## config.mk

```make
export PLATFORM = sky130hd
export DESIGN_NAME = sramTapTop
export DESIGN_NICKNAME = d
export VERILOG_FILES = /design/src/rtl/scanPkg.sv /design/src/rtl/scanCtrl.sv /design/src/rtl/scanPath.sv /design/src/rtl/sramTapTop.sv
export SDC_FILE = /design/constraint.sdc
export NUM_CORES = 1
export LEC_CHECK = 0
export ABC_CLOCK_PERIOD_IN_PS = 3700
export BUFFER_PORTS_ARGS = -buffer_cell sky130_fd_sc_hd__buf_2
export CORE_AREA = 4 4 120 122
export DETAILED_ROUTE_END_ITERATION = 16
export DIE_AREA = 0 0 124 126
export PLACE_DENSITY_LB_ADDON = 0.2
export SYNTH_ARGS = -nofsm -noshare
export SYNTH_HDL_FRONTEND = slang
export SYNTH_SLANG_ARGS = --single-unit
```

## constraint.sdc

```tcl
create_clock -name tck -period 3.7 [get_ports tck]
set_input_delay 0.74 -clock tck [delete_from_list [all_inputs] [get_ports tck]]
set_output_delay 0.74 -clock tck [all_outputs]
set_load 0.01 [all_outputs]
```

## src/rtl/scanPkg.sv

```systemverilog
package scanPkg;

  typedef enum logic [3:0] {
    TLR, RTI, SEL_DR, CAP_DR, SH_DR, EX1_DR, PA_DR, EX2_DR, UPD_DR,
    SEL_IR, CAP_IR, SH_IR, EX1_IR, PA_IR, EX2_IR, UPD_IR
  } tapStateT;

  typedef enum logic [1:0] {PATH_BYP, PATH_ID, PATH_BSR} pathSelT;

  localparam int IR_W = 3;
  localparam logic [IR_W-1:0] IR_ID      = 3'b001;
  localparam logic [IR_W-1:0] IR_CAPTURE = 3'b001;
  localparam logic [IR_W-1:0] IR_SNAP    = 3'b100;

  typedef struct packed {
    logic    capDr;
    logic    shDr;
    logic    shIr;
    logic    clrByp;
    pathSelT path;
    logic    hiZ;
  } ctrlStrobeT;

  function automatic logic [31:0] idWord(input bit wide36);
    logic [9:0] dens;
    logic [5:0] vend;
    dens = wide36 ? 10'b0111001101 : 10'b1000000110;
    vend = wide36 ? 6'b100001 : 6'b000001;
    return {4'b0001, dens, vend, 11'b00010111111, 1'b1};
  endfunction

  function automatic pathSelT pathOf(input logic [IR_W-1:0] code);
    case (code)
      3'b000, 3'b010, 3'b100: return PATH_BSR;
      3'b001:                 return PATH_ID;
      default:                return PATH_BYP;
    endcase
  endfunction

  function automatic logic floatsPins(input logic [IR_W-1:0] code);
    return (code == 3'b000) || (code == 3'b010);
  endfunction

endpackage

```

## src/rtl/scanCtrl.sv

```systemverilog
module scanCtrl
  import scanPkg::*;
(
  input  logic             tck,
  input  logic             trstN,
  input  logic             tms,
  input  logic             tdi,
  output ctrlStrobeT       strb,
  output logic             irOut,
  output tapStateT         tapState,
  output logic [IR_W-1:0]  instrCode
);

  tapStateT nextState;
  logic [IR_W-1:0] irShift;

  always_comb begin
    nextState = tapState;
    case (tapState)
      TLR:    nextState = tms ? TLR    : RTI;
      RTI:    nextState = tms ? SEL_DR : RTI;
      SEL_DR: nextState = tms ? SEL_IR : CAP_DR;
      CAP_DR: nextState = tms ? EX1_DR : SH_DR;
      SH_DR:  nextState = tms ? EX1_DR : SH_DR;
      EX1_DR: nextState = tms ? UPD_DR : PA_DR;
      PA_DR:  nextState = tms ? EX2_DR : PA_DR;
      EX2_DR: nextState = tms ? UPD_DR : SH_DR;
      UPD_DR: nextState = tms ? SEL_DR : RTI;
      SEL_IR: nextState = tms ? TLR    : CAP_IR;
      CAP_IR: nextState = tms ? EX1_IR : SH_IR;
      SH_IR:  nextState = tms ? EX1_IR : SH_IR;
      EX1_IR: nextState = tms ? UPD_IR : PA_IR;
      PA_IR:  nextState = tms ? EX2_IR : PA_IR;
      EX2_IR: nextState = tms ? UPD_IR : SH_IR;
      UPD_IR: nextState = tms ? SEL_DR : RTI;
      default: nextState = TLR;
    endcase
  end

  always_ff @(posedge tck or negedge trstN) begin
    if (!trstN) tapState <= TLR;
    else        tapState <= nextState;
  end

  always_ff @(posedge tck or negedge trstN) begin
    if (!trstN) begin
      irShift <= IR_CAPTURE;
    end else if (tapState == CAP_IR) begin
      irShift <= IR_CAPTURE;
    end else if (tapState == SH_IR) begin
      irShift <= {tdi, irShift[IR_W-1:1]};
    end
  end

  always_ff @(posedge tck or negedge trstN) begin
    if (!trstN)                 instrCode <= IR_ID;
    else if (nextState == TLR)  instrCode <= IR_ID;
    else if (tapState == UPD_IR) instrCode <= irShift;
  end

  assign irOut = irShift[0];

  always_comb begin
    strb.capDr  = (tapState == CAP_DR);
    strb.shDr   = (tapState == SH_DR);
    strb.shIr   = (tapState == SH_IR);
    strb.clrByp = (tapState == UPD_IR) && (pathOf(irShift) == PATH_BYP);
    strb.path   = pathOf(instrCode);
    strb.hiZ    = floatsPins(instrCode);
  end

endmodule

```

## src/rtl/scanPath.sv

```systemverilog
module scanPath
  import scanPkg::*;
#(
  parameter int          DATA_W  = 18,
  parameter int          ADDR_W  = 16,
  parameter int          BW_W    = 2,
  parameter int          CTRL_W  = 9,
  parameter int          PAD_W   = 6,
  parameter logic [31:0] ID_WORD = 32'h1
) (
  input  logic              tck,
  input  logic              trstN,
  input  logic              tdi,
  input  ctrlStrobeT        strb,
  input  logic              irOut,
  input  logic [DATA_W-1:0] pinData,
  input  logic [ADDR_W-1:0] pinAddr,
  input  logic [BW_W-1:0]   pinBw,
  input  logic [CTRL_W-1:0] pinCtrl,
  output logic              tdo,
  output logic              tdoOe
);

  localparam int CHAIN_LEN = DATA_W + ADDR_W + BW_W + CTRL_W + PAD_W;

  logic                 bypassBit;
  logic [31:0]          idShift;
  logic [CHAIN_LEN-1:0] chain;
  logic [CHAIN_LEN-1:0] chainNext;
  logic [CHAIN_LEN-1:0] snapVec;
  logic                 dataOut;
  logic                 chainShift;

  assign snapVec    = {{PAD_W{1'b0}}, pinCtrl, pinBw, pinAddr, pinData};
  assign chainShift = strb.shDr && (strb.path == PATH_BSR);

  generate
    for (genvar c = 0; c < CHAIN_LEN; c++) begin : g_cell
      logic serialIn;
      if (c == CHAIN_LEN - 1) begin : g_head
        assign serialIn = tdi;
      end else begin : g_body
        assign serialIn = chain[c+1];
      end
      assign chainNext[c] = strb.capDr ? snapVec[c]
                          : chainShift ? serialIn
                          : chain[c];
    end
  endgenerate

  always_ff @(posedge tck or negedge trstN) begin
    if (!trstN) chain <= '0;
    else        chain <= chainNext;
  end

  always_ff @(posedge tck or negedge trstN) begin
    if (!trstN) begin
      bypassBit <= 1'b0;
    end else if (strb.capDr || strb.clrByp) begin
      bypassBit <= 1'b0;
    end else if (strb.shDr && strb.path == PATH_BYP) begin
      bypassBit <= tdi;
    end
  end

  always_ff @(posedge tck or negedge trstN) begin
    if (!trstN) begin
      idShift <= ID_WORD;
    end else if (strb.capDr) begin
      idShift <= ID_WORD;
    end else if (strb.shDr && strb.path == PATH_ID) begin
      idShift <= {tdi, idShift[31:1]};
    end
  end

  always_comb begin
    case (strb.path)
      PATH_ID:  dataOut = idShift[0];
      PATH_BSR: dataOut = chain[0];
      default:  dataOut = bypassBit;
    endcase
  end

  always_ff @(negedge tck or negedge trstN) begin
    if (!trstN) begin
      tdo   <= 1'b0;
      tdoOe <= 1'b0;
    end else begin
      tdo   <= strb.shIr ? irOut : dataOut;
      tdoOe <= strb.shIr || strb.shDr;
    end
  end

endmodule

```

## src/rtl/sramTapTop.sv

```systemverilog
module sramTapTop
  import scanPkg::*;
#(
  parameter bit WIDE36 = 1'b0,
  localparam int DATA_W = WIDE36 ? 36 : 18,
  localparam int ADDR_W = WIDE36 ? 15 : 16,
  localparam int BW_W   = WIDE36 ? 4 : 2,
  localparam int CTRL_W = 9
) (
  input  logic              tck,
  input  logic              tms,
  input  logic              tdi,
  input  logic              trstN,
  input  logic [DATA_W-1:0] pinData,
  input  logic [ADDR_W-1:0] pinAddr,
  input  logic [BW_W-1:0]   pinBw,
  input  logic [CTRL_W-1:0] pinCtrl,
  output logic              tdo,
  output logic              tdoOe,
  output logic              dqHighZ
);

  localparam int PAD_W = 6;

  ctrlStrobeT      strb;
  logic            irOut;
  tapStateT        tapState;
  logic [IR_W-1:0] instrCode;

  scanCtrl u_ctrl (
    .tck       (tck),
    .trstN     (trstN),
    .tms       (tms),
    .tdi       (tdi),
    .strb      (strb),
    .irOut     (irOut),
    .tapState  (tapState),
    .instrCode (instrCode)
  );

  scanPath #(
    .DATA_W  (DATA_W),
    .ADDR_W  (ADDR_W),
    .BW_W    (BW_W),
    .CTRL_W  (CTRL_W),
    .PAD_W   (PAD_W),
    .ID_WORD (idWord(WIDE36))
  ) u_path (
    .tck     (tck),
    .trstN   (trstN),
    .tdi     (tdi),
    .strb    (strb),
    .irOut   (irOut),
    .pinData (pinData),
    .pinAddr (pinAddr),
    .pinBw   (pinBw),
    .pinCtrl (pinCtrl),
    .tdo     (tdo),
    .tdoOe   (tdoOe)
  );

  assign dqHighZ = strb.hiZ;

endmodule

```

==> Word-level counts from Yosys, hierarchy flattened <==
Index checks and enable logic that the tools add are counted.
{ "word_totals": {"ff_bits": 96, "input_bits": 49, "out_inout_bits": 3, "elab_cells": 181} }
{ "op_classes": {"eq_ne": 23, "mux": 127, "n_reduce_logical": 23} }
{ "op_table": {"columns": ["operator", "n"], "rows": [
  ["$mux W1", 108],
  ["$mux W32", 2],
  ["$pmux W4 S12", 1],
  ["$eq A4 B4 Y1 const B", 8],
  ["$mux W3", 6],
  ["$eq A4 B3 Y1 const B", 4],
  ["$mux W4", 4],
  ["$reduce_bool A2 Y1", 5],
  ["$reduce_or A3 Y1", 3],
  ["$eq A4 B2 Y1 const B", 2],
  ["$logic_not A4 Y1", 2],
  ["$pmux W2 S2", 2],
  ["$eq A3 B1 Y1 const B", 2],
  ["$eq A3 B2 Y1 const B", 2],
  ["$eq A3 B3 Y1 const B", 2],
  ["$logic_not A3 Y1", 2],
  ["$mux W2", 3],
  ["$eq A4 B1 Y1 const B", 1],
  ["$logic_and A1 B1 Y1", 4],
  ["$logic_not A2 Y1", 2],
  ["$reduce_or A2 Y1", 2],
  ["$logic_or A1 B1 Y1", 3],
  ["$eq A2 B1 Y1 const B", 1],
  ["$eq A2 B2 Y1 const B", 1],
  ["$pmux W1 S2", 1]
]} }

==> Logic depth before layout (Yosys ltp) <==
Gate-level depths: netlist of run 1.
{ "logic_depth": {"depth_word": 7, "mapped_depth": 9, "mapped_depth_nobuf": 8} }

==> Cells and area by module <==
A second synthesis of run 1 with hierarchy kept.
{ "unflattened": {"hier_cells": 455, "hier_area_um2": 4508.1} }
{ "by_module_without_submodules": {"columns": ["module", "n_inst", "cells_per_inst", "area_per_inst_um2", "seq_area_each_um2"], "rows": [
  ["scanPath", 1, 380, 3844.9, 2168.3],
  ["scanCtrl", 1, 75, 663.1, 252.7]
]} }

==> out/results.ini, run 1 <==
[worst_setup_path]
crit_fanout = 1
critPathTopFamily = flip-flops
endpoint_kind = output pin
crit_slowest_cell = dfrtn_1
crit_chain = buf_2
r2r-start = u_ctrl.instrCode[0]$_DFFE_PN1P_
crit_path_start_kind = flop
crit_type = flop to output pin
worst-endpoint-arrival_ns = 2.72
critPathMaxStageDelay_ns = 0.40
worst-path-buf-inv = 1
rrSetupSlack_ns = 0.35
required_ns = 2.96
startpoint = u_path.tdo$_DFF_NN0_

[placement]
dp_cells = 617
place.port_buffers = 51
place_congestion = 0.754
dp_hpwl_um = 5640

[synthesis]
netlist_area_mm2 = 0.00432
synth_warnings = 0
synthCells = 422
ys_ff_latch = 96
avgSynthCellArea_um2 = 10.2
ys_types = 34
synthesis.nets = 474
ys_seq_area_share_pct = 56.0

[grt]
grtUsageTotal_pct = 12.5
grt_pass1_wl_um = 15800
grt_pass1_vias = 3110
grt_overflow = 0
grt_antenna_before_repair = 0
grt_max_degree = 71

[floorplan]
die_y_um = 126
ios = 52
die_x_um = 124
die_area_mm2 = 0.0156
core_area_mm2 = 0.0132
start_util_pct = 32.8
fp-row-count = 42

[clocking]
numCtsBuffers = 9
cts_hold_buf = 0
cts_tree = yes
clk_pin_slew_ns = 0.06
cts_setup_buffers = 0
clock_path_buffers = 2
clk-insertion-delay-late_ns = 0.34
h-tree-depth = 3
cts.sinks = 96
cts-resized-gates = 0
cts_root_buf = clkbuf_16

[power]
finalPower_mw = 4.06
power.leakage_nw = 2.40
power_density_mw_per_mm2 = 821
max-vdd-ir-drop_uv = 230

[finish]
drive_above_1_share_pct = 19.9
final-instance-count-excl-fill = 633
final_cell_mix = nand2_1, dfrtp_1, buf_2
antennaDiodeCount = 0
final_common_cell = nand2_1
fin_util_pct = 37.5
area_growth_pct = 14.4
nets = 504

[routing]
wl_per_cell_um = 15.0
vias_per_cell = 5.07
antenna_left = 0
vias = 3209
routed_wl_um = 9500
drt_first_pass_iters = 4
drt_iter0_drc = 321
drc = 0

[sta]
tns_ns = 0
holdWs_ns = 0.254
hold_violations = 0
tightest_slew_ns = 1.09
finalMaxSlewViolations = 0
rsz0062_at_grt = no
finClkSkew_ns = 0.00897
relSlewSlack_pct = 27.4
setup_violations = 0

[worst_hold_path]
min_path_type = input pin to async pin

[flow_run]
drv_cap = 0

[status]
status = complete, no violations

[state kept, by name, indices dropped and copies added, names as in the netlist]
signal	cells
u_path.bypassBit	1
u_path.tdo	1
u_path.tdoOe	1
u_path.chain	51
u_path.idShift	32
u_ctrl.tapState	4
u_ctrl.irShift	3
u_ctrl.instrCode	3
[power by group]
group	internal, mW	switching (mW)	total (mW)
sequential	1.53	0.296	1.83
combinational	0.607	0.654	1.26
clock	0.591	0.387	0.978
total	2.73	1.34	4.06
[path summary, 6_finish.rpt]
check	end	depth (start not counted)
worst max-delay path	tdo	1
worst min-delay path	u_path.chain[29]$_DFFE_PN0P_	1
worst max register to register	u_path.tdo$_DFF_NN0_	6
worst min register to register	u_path.idShift[5]$_DFFE_PN1P_	2
max in group asynchronous	u_path.tdo$_DFF_NN0_	1
min in group tck	u_path.idShift[5]$_DFFE_PN1P_	2
[cell usage after synthesis, drive strengths merged]
| cell | n | area share (%) |
|---|---|---|
| o221ai | 2 | 0.41 |
| and2 | 2 | 0.29 |
| nor3 | 1 | 0.12 |
| o21ai | 8 | 0.93 |
| dfstp | 15 | 9.1 |
| a21o | 1 | 0.17 |
| nor4b | 1 | 0.55 |
| mux2i | 2 | 0.46 |
| nand3 | 15 | 1.7 |
| o211ai | 1 | 0.17 |
| nand4 | 2 | 0.29 |
| buf | 22 | 3.6 |
| xor2 | 2 | 0.41 |
| a2bb2oi | 1 | 0.20 |
| o31ai | 2 | 0.35 |
| nand2 | 93 | 8.2 |
| and3 | 45 | 6.5 |
| ha | 3 | 0.87 |
| a31oi | 3 | 0.43 |
| nor2 | 10 | 0.87 |
| a22oi | 1 | 0.17 |
| clkbuf | 16 | 1.4 |
| o22ai | 1 | 0.14 |
| o21bai | 1 | 0.17 |
| a311oi | 2 | 0.41 |
| dfrtn | 2 | 1.2 |
| a21oi | 36 | 4.2 |
| inv | 9 | 0.78 |
| a221o | 44 | 10 |
| dfrtp | 79 | 46 |
[logic make-up (layout without fill, tap and decap cells)]
| kind of cell | after synthesis | in the layout | share of synthesized area, % |
|---|---|---|---|
| compound gates | 103 | 103 | 17.9 |
| xor+xnor | 2 | 2 | 0.405 |
| fa+ha+maj | 3 | 3 | 0.868 |
| buf+inv | 47 | 82 | 5.73 |
| flops | 96 | 96 | 56.0 |
| mux | 2 | 2 | 0.463 |
| simple gates | 169 | 169 | 18.6 |
[final cells by class]
| class | count | area, µm² |
|---|---|---|
| tap | 176 | 220 |
| clock buffer | 10 | 229 |
| inverter | 9 | 33.8 |
| multi-input combinational | 279 | 1660 |
| fill | 1298 | 8240 |
| timing repair buffer | 57 | 303 |
| sequential | 96 | 2420 |
| clock inverter | 6 | 83.8 |
[metal layers]
layer / up-vias / track usage (%) / wire length (µm)
met5: - / 0 / 0
met4: 0 / 5.03 / 57
met3: 4 / 2.65 / 519
met2: 63 / 17.7 / 4190
met1: 1569 / 18.6 / 4730
li1: 1573 / - / -
[stage by stage]
| stage | cell area, µm² | setup slack [ns] |
|---|---|---|
| final | 4950 | 0.240 |
| after global routing | 4950 | 0.177 |
| after CTS | 4950 | 0.206 |
| after detailed placement | 4630 | 0.351 |
| after global placement | 4630 | 0.352 |
| after floorplan | 4320 | 0.479 |
Note: power is estimated with default switching activity, not from simulation.
==> run 2: changes to the inputs <==
Settings changed: CORE_AREA 4 4 120 122 to 4 4 122 124, DIE_AREA 0 0 124 126 to 0 0 126 128, SYNTH_HIERARCHICAL set to 1.
==> run 2 against run 1 <==
Effect of this change: worst setup slack worse by 0.054 ns; critical path depth rose by 5; largest power group unchanged; first-iteration DRC count down 28%; synthesized area up 4.3%; via count fell by 2.6%; sequential share of layout area fell by 1.6 points; design area is 3.4% higher.
==> out/results.ini, run 2 <==
[finish]
largest_register_ffs = 51  ; unchanged
area_growth_pct = 13.4  ; was 14.4%
top_regs = u_path/chain x51, u_path/idShift x32, u_ctrl/tapState x4  ; was u_path.chain x51, u_path.idShift x32, u_ctrl.tapState x4
final_common_cell = nand2_1  ; unchanged
drive_above_1_share_pct = 20.0  ; was 19.9%
top_register = u_path/chain  ; was u_path.chain
fill_cells = 1456  ; was 1298
final_cell_mix = nand2_1, dfrtp_1, buf_2  ; unchanged
nets = 542  ; was 504
antennaDiodeCount = 0  ; unchanged
seq_area_mm2 = 0.00242  ; unchanged
multiInputGateArea_mm2 = 0.00184  ; was 0.00166 mm²

[worst_setup_path]
worst-endpoint-arrival_ns = 1.84  ; was 2.72 ns
crit_chain = nor3b_2, inv_1, ha_1, nand2b_1, a221oi_1, nor3_1  ; was buf_2
crit_type = flop to flop  ; was flop to output pin
crit_cells = 6  ; was 1
crit_fanout = 4  ; was 1
worst-path-buf-inv = 1  ; unchanged
critPathTopFamily = flip-flops  ; unchanged
critPathMaxStageDelay_ns = 0.55  ; was 0.40 ns
crit_path_start_kind = flop  ; unchanged
crit_slowest_cell = dfstp_2  ; was dfrtn_1
endpoint_kind = flop  ; was output pin
r2r_cells = 6  ; unchanged
required_ns = 2.03  ; was 2.96 ns

[routing]
vias_per_cell = 4.63  ; was 5.07
drt_first_pass_iters = 4  ; unchanged
wl_per_cell_um = 12.9  ; was 15.0 µm
drc = 0  ; unchanged
drt_iter0_drc = 230  ; was 321
vias = 3126  ; was 3209
antenna_left = 0  ; unchanged
routed_wl_um = 8680  ; was 9500 µm

[grt]
grt_util_met2_pct = 17.0  ; was 17.7%
grtUsageTotal_pct = 11.6  ; was 12.5%
grt_pass1_vias = 3162  ; was 3110
grt_max_degree = 130  ; was 71
grt_antenna_before_repair = 0  ; unchanged
use_met1_pct = 16.6  ; was 18.6%
grt_use_met3_pct = 2.50  ; was 2.65%
busiest_layer = met2  ; was met1
grt_overflow = 0  ; unchanged
grt_pass1_wl_um = 15400  ; was 15800 µm

[clocking]
h-tree-depth = 3  ; unchanged
numCtsBuffers = 9  ; unchanged
clock_path_buffers = 2  ; unchanged
cts_root_buf = clkbuf_16  ; unchanged
clk_pin_slew_ns = 0.06  ; about the same
cts-resized-gates = 0  ; unchanged
cts_tree = yes  ; unchanged
cts_setup_buffers = 0  ; unchanged
cts.sinks = 96  ; unchanged
cts_hold_buf = 0  ; unchanged
clk-insertion-delay-late_ns = 0.34  ; about the same

[synthesis]
ys.flop_type = dfrtp_1  ; unchanged
synth_top_area_share_pct = 43.9  ; was 45.7%
netlist_area_mm2 = 0.00451  ; was 0.00432 mm²
yosysMostFrequentCell = nand2_1  ; unchanged
synth-edff-count = 0  ; unchanged
synthArstFlopShare_pct = 100  ; unchanged
ys_types = 40  ; was 34
synthCells = 455  ; was 422
ys_seq_area_share_pct = 53.7  ; was 56.0%
ys_ff_latch = 96  ; unchanged
synth_warnings = 6  ; was 0
avgSynthCellArea_um2 = 9.91  ; was 10.2 µm²
synthTopCellsByArea = dfrtp_1, nand2_1, mux2i_1  ; was dfrtp_1, a221o_1, dfstp_2
synth_top_area_cell = dfrtp_1  ; unchanged
ys_top_cells_by_count = nand2_1, dfrtp_1, mux2i_1  ; was nand2_1, dfrtp_1, and3_1
synthesis.nets = 507  ; was 474

[power]
max-vdd-ir-drop_uv = 228  ; was 230 µV
power.leakage_nw = 2.22  ; was 2.40 nW
power_density_mw_per_mm2 = 750  ; was 821 mW/mm²
finalPower_mw = 3.83  ; was 4.06 mW

[floorplan]
core_area_mm2 = 0.0138  ; was 0.0132 mm²
ios = 52  ; unchanged
die_y_um = 128  ; was 126 µm
die_x_um = 126  ; was 124 µm
die_area_mm2 = 0.0161  ; was 0.0156 mm²
fp-row-count = 43  ; was 42
start_util_pct = 32.7  ; was 32.8%

[placement]
place_congestion = 0.742  ; was 0.754
dp_hpwl_um = 5480  ; was 5640 µm
place.port_buffers = 51  ; unchanged

[worst_hold_path]
min_path_type = input pin to async pin  ; unchanged

[sta]
rsz0062_at_grt = no  ; unchanged
tightest_slew_ns = 1.07  ; was 1.09 ns
finalMaxSlewViolations = 0  ; unchanged
finClkSkew_ns = 0.00773  ; was 0.00897 ns
hold_violations = 0  ; unchanged
tns_ns = 0  ; unchanged
relSlewSlack_pct = 28.5  ; was 27.4%
setup_violations = 0  ; unchanged

[status]
status = complete, no violations  ; unchanged

[flow_run]
drv_cap = 0  ; unchanged

-- run 2: changes by cell type in the layout (fill, tap and decap cells not counted), sizes merged, moves of 12 or more --
cell / previous run / this run
nand3: 15 / 3
nand3b: 0 / 15
nand2: 93 / 131
o21ai: 8 / 50
and3: 45 / 0
a221o: 44 / 0
mux2i: 2 / 48
-- run 2: worst paths after layout --
path | startpoint | endpoint | slack [ns]
worst max-delay path | u_ctrl/instrCode[0]$_DFFE_PN1P_ | u_path/tdo$_DFF_NN0_ | 0.19
worst min-delay path | trstN | u_path/idShift[7]$_DFFE_PN0P_ | 0.32
worst max register to register | u_ctrl/instrCode[0]$_DFFE_PN1P_ | u_path/tdo$_DFF_NN0_ | 0.19
worst min register to register | u_path/idShift[4]$_DFFE_PN1P_ | u_path/idShift[3]$_DFFE_PN1P_ | 0.49
max in group asynchronous | trstN | u_path/tdo$_DFF_NN0_ | 1.35
min in group tck | u_path/idShift[4]$_DFFE_PN1P_ | u_path/idShift[3]$_DFFE_PN1P_ | 0.49
-- run 2: stage by stage --
step / utilization, % / worst slack (ns) / cells / cell area [µm²] / hold slack (ns)
final: 37.1 / 0.186 / 675 / 5110 / 0.323
after detailed placement: 35.0 / 0.0524 / 659 / 4820 / 0.474
after global routing: 37.1 / 0.0631 / 675 / 5110 / 0.334
after floorplan: - / 0.219 / 455 / 4510 / 0.444
after global placement: 35.0 / 0.112 / 659 / 4820 / 0.472
after CTS: 37.1 / 0.0381 / 675 / 5110 / 0.316
-- run 2: logic make-up (layout without fill, tap and decap cells) --
| kind of cell | count (synthesis) | after routing | share of synthesized area (%) |
|---|---|---|---|
| buf+inv | 39 | 79 | 5.75 |
| simple gates | 177 | 177 | 18.1 |
| compound gates | 91 | 91 | 10.8 |
| mux | 48 | 48 | 10.7 |
| xor+xnor | 1 | 1 | 0.194 |
| fa+ha+maj | 3 | 3 | 0.833 |
| flops | 96 | 96 | 53.7 |
-- run 2: metal layers --
| metal | share of wire [%] | routed length, µm | vias up |
|---|---|---|---|
| met5 | 0 | 0 | - |
| met4 | 1.3 | 115 | 0 |
| met1 | 52 | 4520 | 1460 |
| met3 | 4.0 | 343 | 10 |
| met2 | 43 | 3700 | 56 |
| li1 | - | - | 1600 |
-- run 2: layout make-up --
cell class / instances / area share [%]
flip-flops and latches: 96 / 47.3
multi-input cells: 320 / 35.9
repair buffers: 58 / 6.31
clock buffers: 10 / 4.48
well taps: 180 / 4.40
clock inverters: 6 / 1.15
inverters: 5 / 0.367
-- run 2: power breakdown --
part | internal (mW) | switching [mW] | total (mW)
logic | 0.491 | 0.662 | 1.15
registers | 1.55 | 0.231 | 1.78
clock network | 0.522 | 0.382 | 0.904
-- run 2: worst reg2reg max path, delay by kind of cell (launching register included) --
family	cells	cell delay (ns)
adder cells (fa/ha/maj)	1	0.30
buffers and inverters	1	0.10
AND/OR/NAND/NOR	3	0.37
AO/OA/AOI/OAI	1	0.20
flip-flops	1	0.55
